<file path="src/rtl/intagg_pkg.sv">
package intagg_pkg;
  // Byte offsets within the register window
  localparam int OFS_CTRL  = 'h0;
  localparam int OFS_STAT  = 'h4;
  localparam int OFS_PRESC = 'h8;
  localparam int OFS_TSET  = 'hC;

  // Control word bit positions
  localparam int CTRL_GIE_BIT  = 0;
  localparam int CTRL_EDGE_BIT = 1;
  localparam int CTRL_EN_LSB   = 2;

  // Whether source idx may contribute, given the control word.
  // Bank summaries are always eligible; peripherals use their enable bit.
  function automatic logic src_eligible(input int idx, input int n_bank,
                                        input logic [31:0] ctrl);
    logic ok;
    if (idx < n_bank) ok = 1'b1;
    else              ok = ctrl[CTRL_EN_LSB + idx - n_bank];
    return ok;
  endfunction
endpackage

</file>
<file path="src/rtl/intagg_regs.sv">
module intagg_regs
  import intagg_pkg::*;
#(
  parameter int DATA_W = 16,
  parameter int ADDR_W = 4,
  parameter int N_SRC  = 10,
  parameter int CTRL_W = 8
) (
  input  logic              clk_i,
  input  logic              rst_i,
  input  logic [ADDR_W-1:0] addr_i,
  input  logic              wr_en_i,
  input  logic [DATA_W-1:0] wr_data_i,
  input  logic [N_SRC-1:0]  req_i,
  output logic [DATA_W-1:0] rd_data_o,
  output logic [CTRL_W-1:0] ctrl_o
);
  logic [CTRL_W-1:0] ctrl_q;
  logic [DATA_W-1:0] presc_q;
  logic [DATA_W-1:0] tset_q;

  always_ff @(posedge clk_i) begin
    if (rst_i) begin
      ctrl_q  <= '0;
      presc_q <= '0;
      tset_q  <= '0;
    end else if (wr_en_i) begin
      case (addr_i)
        ADDR_W'(OFS_CTRL):  ctrl_q  <= wr_data_i[CTRL_W-1:0];
        ADDR_W'(OFS_PRESC): presc_q <= wr_data_i;
        ADDR_W'(OFS_TSET):  tset_q  <= wr_data_i;
        default: ;
      endcase
    end
  end

  always_comb begin
    rd_data_o = '0;
    case (addr_i)
      ADDR_W'(OFS_CTRL):  rd_data_o[CTRL_W-1:0] = ctrl_q;
      ADDR_W'(OFS_STAT):  rd_data_o[N_SRC-1:0]  = req_i;
      ADDR_W'(OFS_PRESC): rd_data_o             = presc_q;
      ADDR_W'(OFS_TSET):  rd_data_o             = tset_q;
      default:            rd_data_o             = '0;
    endcase
  end

  assign ctrl_o = ctrl_q;
endmodule

</file>
<file path="src/rtl/intagg_combine.sv">
module intagg_combine
  import intagg_pkg::*;
#(
  parameter int N_BANK   = 4,
  parameter int N_PERIPH = 6,
  parameter int CTRL_W   = 8,
  localparam int N_SRC   = N_BANK + N_PERIPH
) (
  input  logic [N_SRC-1:0]  req_i,
  input  logic [CTRL_W-1:0] ctrl_i,
  output logic [N_SRC-1:0]  hit_o,
  output logic              any_hit_o
);
  for (genvar g = 0; g < N_SRC; g++) begin : g_src
    assign hit_o[g] = req_i[g] & src_eligible(g, N_BANK, 32'(ctrl_i));
  end

  assign any_hit_o = ctrl_i[CTRL_GIE_BIT] & (|hit_o);
endmodule

</file>
<file path="src/rtl/intagg_signal.sv">
module intagg_signal (
  input  logic clk_i,
  input  logic rst_i,
  input  logic any_hit_i,
  input  logic edge_mode_i,
  output logic prev_hit_o,
  output logic irq_o
);
  logic prev_q;
  logic irq_q;
  logic rise;

  assign rise = any_hit_i & ~prev_q;

  always_ff @(posedge clk_i) begin
    if (rst_i) begin
      prev_q <= 1'b0;
      irq_q  <= 1'b0;
    end else begin
      prev_q <= any_hit_i;
      irq_q  <= edge_mode_i ? rise : any_hit_i;
    end
  end

  assign prev_hit_o = prev_q;
  assign irq_o      = irq_q;
endmodule

</file>
<file path="src/rtl/intagg_core.sv">
module intagg_core
  import intagg_pkg::*;
#(
  parameter int N_BANK   = 4,
  parameter int N_PERIPH = 6,
  parameter int DATA_W   = 16,
  parameter int ADDR_W   = 4,
  localparam int N_SRC   = N_BANK + N_PERIPH,
  localparam int CTRL_W  = CTRL_EN_LSB + N_PERIPH
) (
  input  logic              clk_i,
  input  logic              rst_i,
  input  logic [ADDR_W-1:0] addr_i,
  input  logic              wr_en_i,
  input  logic [DATA_W-1:0] wr_data_i,
  output logic [DATA_W-1:0] rd_data_o,
  input  logic [N_SRC-1:0]  req_i,
  output logic              irq_o
);
  // Named internal events, visible to the bound checker
  logic [CTRL_W-1:0] ctrl_q;
  logic [N_SRC-1:0]  hit_vec;
  logic              any_hit;
  logic              prev_hit;

  intagg_regs #(
    .DATA_W(DATA_W), .ADDR_W(ADDR_W), .N_SRC(N_SRC), .CTRL_W(CTRL_W)
  ) regs_i (
    .clk_i(clk_i), .rst_i(rst_i), .addr_i(addr_i), .wr_en_i(wr_en_i),
    .wr_data_i(wr_data_i), .req_i(req_i), .rd_data_o(rd_data_o),
    .ctrl_o(ctrl_q)
  );

  intagg_combine #(
    .N_BANK(N_BANK), .N_PERIPH(N_PERIPH), .CTRL_W(CTRL_W)
  ) comb_i (
    .req_i(req_i), .ctrl_i(ctrl_q), .hit_o(hit_vec), .any_hit_o(any_hit)
  );

  intagg_signal sig_i (
    .clk_i(clk_i), .rst_i(rst_i), .any_hit_i(any_hit),
    .edge_mode_i(ctrl_q[CTRL_EDGE_BIT]), .prev_hit_o(prev_hit),
    .irq_o(irq_o)
  );
endmodule

</file>
<file path="config.mk">
export PLATFORM = sky130hd
export DESIGN_NAME = intagg_core
export DESIGN_NICKNAME = d
export VERILOG_FILES = /design/src/rtl/intagg_pkg.sv /design/src/rtl/intagg_regs.sv /design/src/rtl/intagg_combine.sv /design/src/rtl/intagg_signal.sv /design/src/rtl/intagg_core.sv
export SDC_FILE = /design/constraint.sdc
export NUM_CORES = 1
export LEC_CHECK = 0
export ABC_AREA = 1
export BUFFER_PORTS_ARGS = -buffer_cell sky130_fd_sc_hd__buf_2
export CAP_MARGIN = 20
export CORE_ASPECT_RATIO = 0.8
export CORE_MARGIN = 3
export CORE_UTILIZATION = 45
export CTS_BUF_LIST = sky130_fd_sc_hd__clkbuf_8
export DETAILED_ROUTE_END_ITERATION = 12
export PLACE_DENSITY = 0.7
export SLEW_MARGIN = 20
export SYNTH_ARGS = -nofsm -noshare
export SYNTH_HDL_FRONTEND = slang
export SYNTH_HIERARCHICAL = 1
export SYNTH_SLANG_ARGS = --single-unit
</file>
<file path="constraint.sdc">
create_clock -name clk_i -period 1.2 [get_ports clk_i]
set_input_delay 0.24 -clock clk_i [delete_from_list [all_inputs] [get_ports clk_i]]
set_output_delay 0.24 -clock clk_i [all_outputs]
set_load 0.05 [all_outputs]
</file>
==> results.txt <==
----------------------------------------------------
[GRT]
  Most Crowded Layer GR ... met2
  Met1 demand-to-capacity share in global routing ... 32.9%
  Global-route wire length before repair ... 11700 um
  Grt met3 use ... 3.86%
  GRT Util Overall ... 23.4%
  Antenna violations before repair ... 0
  Met2 routing resource usage after global routing ... 36.7%
  Maximum number of pins on one net before global-route repair ... 41
  Via count of the first global-routing pass ... 2487
  Remaining Overflow, GRT ... 0

[Critical path]
  Highest fanout seen on the critical path ... 6
  Category of the worst setup path launch point ... primary input
  Critical Path Sink Type ... primary output
  Required arrival time at the worst endpoint ... 960 ps
  WP data arrival ... 1170 ps
  Critical path class ... primary input to primary output

[Detailed routing]
  Post-detailed-route wirelength per cell ... 14.0 um
  Via density per instance ... 5.17
  Drt first-iter violations ... 223
  Drt drc ... 0
  Antenna Nets Post-Route ... 0
  Vias ... 2803
  First drt pass iteration count ... 4
  Routed Wire Length ... 7560 um

[Pwr]
  Cell area power density ... 918 mW/mm^2
  Leakage ... 0.00171 uW
  IR Drop Worst-Case VDD ... 498 uV
  Final Power ... 3220 uW

[Finish]
  Fin nets ... 513
  Number of diodes ... 0
  Share of cells above drive strength 1 ... 25.6%
  Area grow syn2layout ... 41.6%
  FILL cells ... 438

[Die]
  IO Pins ... 50
  Initial core utilization ... 48.1%
  Site Rows ... 23
  Die width ... 88.9 um
  Height of the chip ... 72.3 um
  Floorplan Core Area ... 0.00515 sq mm
  DIE AREA ... 0.00643 sq mm

[Synthesis]
  Netlist area before placement ... 0.00248 sq mm
  Post-Syn Instances ... 410
  Net count of the mapped netlist ... 443
  Total of warnings raised by yosys ... 6
  Average cell area after synthesis ... 6.04 sq um

[Run status]
  Failing checks ... setup timing
  Result of the run ... complete, but fails checks

[Clocking]
  CTS H-Tree Depth ... 2
  CTS tree ... yes
  CTS Hold Bufs ... 0
  Maximum number of buffers from clock root to sink ... 2
  Root buffer selected by CTS ... clkbuf_8
  Number of clock sinks ... 42
  Clock network latency to the later pin of the worst-skew pair ... 300 ps
  Number of CTS-inserted buffers ... 5
  Reg clk slew, reported paths ... 70 ps

[Placement]
  Count of buffers from port buffering ... 49
  Detailed placer's ending HPWL ... 4570 um
  Global placement routability congestion ... 0.868
  Worst setup slack before clock tree synthesis ... -290 ps

[STA]
  Slew at the pin closest to its max-slew limit ... 244 ps
  Total count of hold-check failures in the final report ... 0
  RSZ-0062 raised after global routing ... true
  Final slew viol count ... 0
  Slew HR ... 83.7%
  Final-layout setup total negative slack ... -3060 ps
  Post-route worst setup slack ... -214 ps
  Period utilization ... 118%
  Achievable frequency ... 707 MHz
  Final setup violation count ... 16
  Worst clock skew on the final layout ... 13.8 ps
  Final min period ... 1410 ps

[Job]
  Max-cap violations ... 0

[Min path]
  Class of the tightest hold or removal check ... primary input to flip-flop

----------------------------------------------------
## what timing repair did
item	4_1_cts	5_1_grt
resized for setup	43	21
buffers inserted	2	5
setup endpoints to repair	16	44
cloned	3	3
pin swaps	9	11
endpoints found under the hold margin	0	0
## per-layer routing
layer	part of all wire [%]	wire (um)	vias up
met5	0	0	-
met4	1.6	119	0
met3	8.5	645	15
met2	47	3580	101
met1	43	3220	1281
li1	-	-	1406
## power by group
part	leakage [uW]	total (uW)	switching, uW	internal, uW
sequential	0.000340	1440	16.1	1420
clock	0.0000573	1150	487	666
combinational	0.00131	628	365	263
total	0.00171	3220	868	2350
## worst max-delay path, cell delays in order
cell and delay [ps]:
buf_6 90, nor2_4 110, buf_12 140, buf_12 120, clkbuf_16 150, nand3_2 70, nand4_1 80, buf_6 160
## area by class of cell
cell class                 instances  area (sq um)  area share (%)
clock buffer                       6          82.6            2.35
clock inverter                     1          30.0           0.856
inverter                         104           395            11.3
multi-input combinational        241          1270            36.4
sequential                        42           841            24.0
tap                               62          77.6            2.21
timing repair buffer              86           806            23.0
## flip-flops by register name, indices dropped and copies added (netlist names)
signal,flops
regs_i/ctrl_o,8
regs_i/tset_q,16
sig_i/prev_hit_o,1
sig_i/irq_o,1
regs_i/presc_q,16
## placed cells by master (no fill, tap or decap), types with 2 or more instances in the layout
master,instances
nand3_4,3
dfxtp_1,42
nand2_2,3
nand4_1,48
o22ai_2,6
buf_6,22
nand2_1,91
nor2_2,2
clkbuf_8,6
nor2_1,44
nand3_2,10
nor2_4,3
clkbuf_16,2
buf_4,23
inv_1,102
nand3_1,27
o211ai_1,2
buf_12,7
buf_2,29
## per-stage QoR
stage | hold WS (ps) | util (%) | area [sq um] | std cells
finish | 225 | 68.1 | 3510 | 542
global placement | 446 | 58.4 | 3010 | 524
floorplan | 401 | - | 2530 | 410
CTS | 216 | 64.9 | 3340 | 536
global route | 241 | 68.1 | 3510 | 542
detailed placement | 467 | 58.4 | 3010 | 524
## worst paths after layout
kind	depth (start not counted)	startpoint	end	slack, ps
min	4	rst_i	sig_i/irq_o$_SDFF_PP0_	220
max reg2reg	6	regs_i/ctrl_o[7]$_SDFFE_PP0P_	sig_i/irq_o$_SDFF_PP0_	120
max	8	addr_i[0]	rd_data_o[6]	-210
min reg2reg	3	sig_i/prev_hit_o$_SDFF_PP0_	sig_i/irq_o$_SDFF_PP0_	490
(Power assumes the default switching activity.)
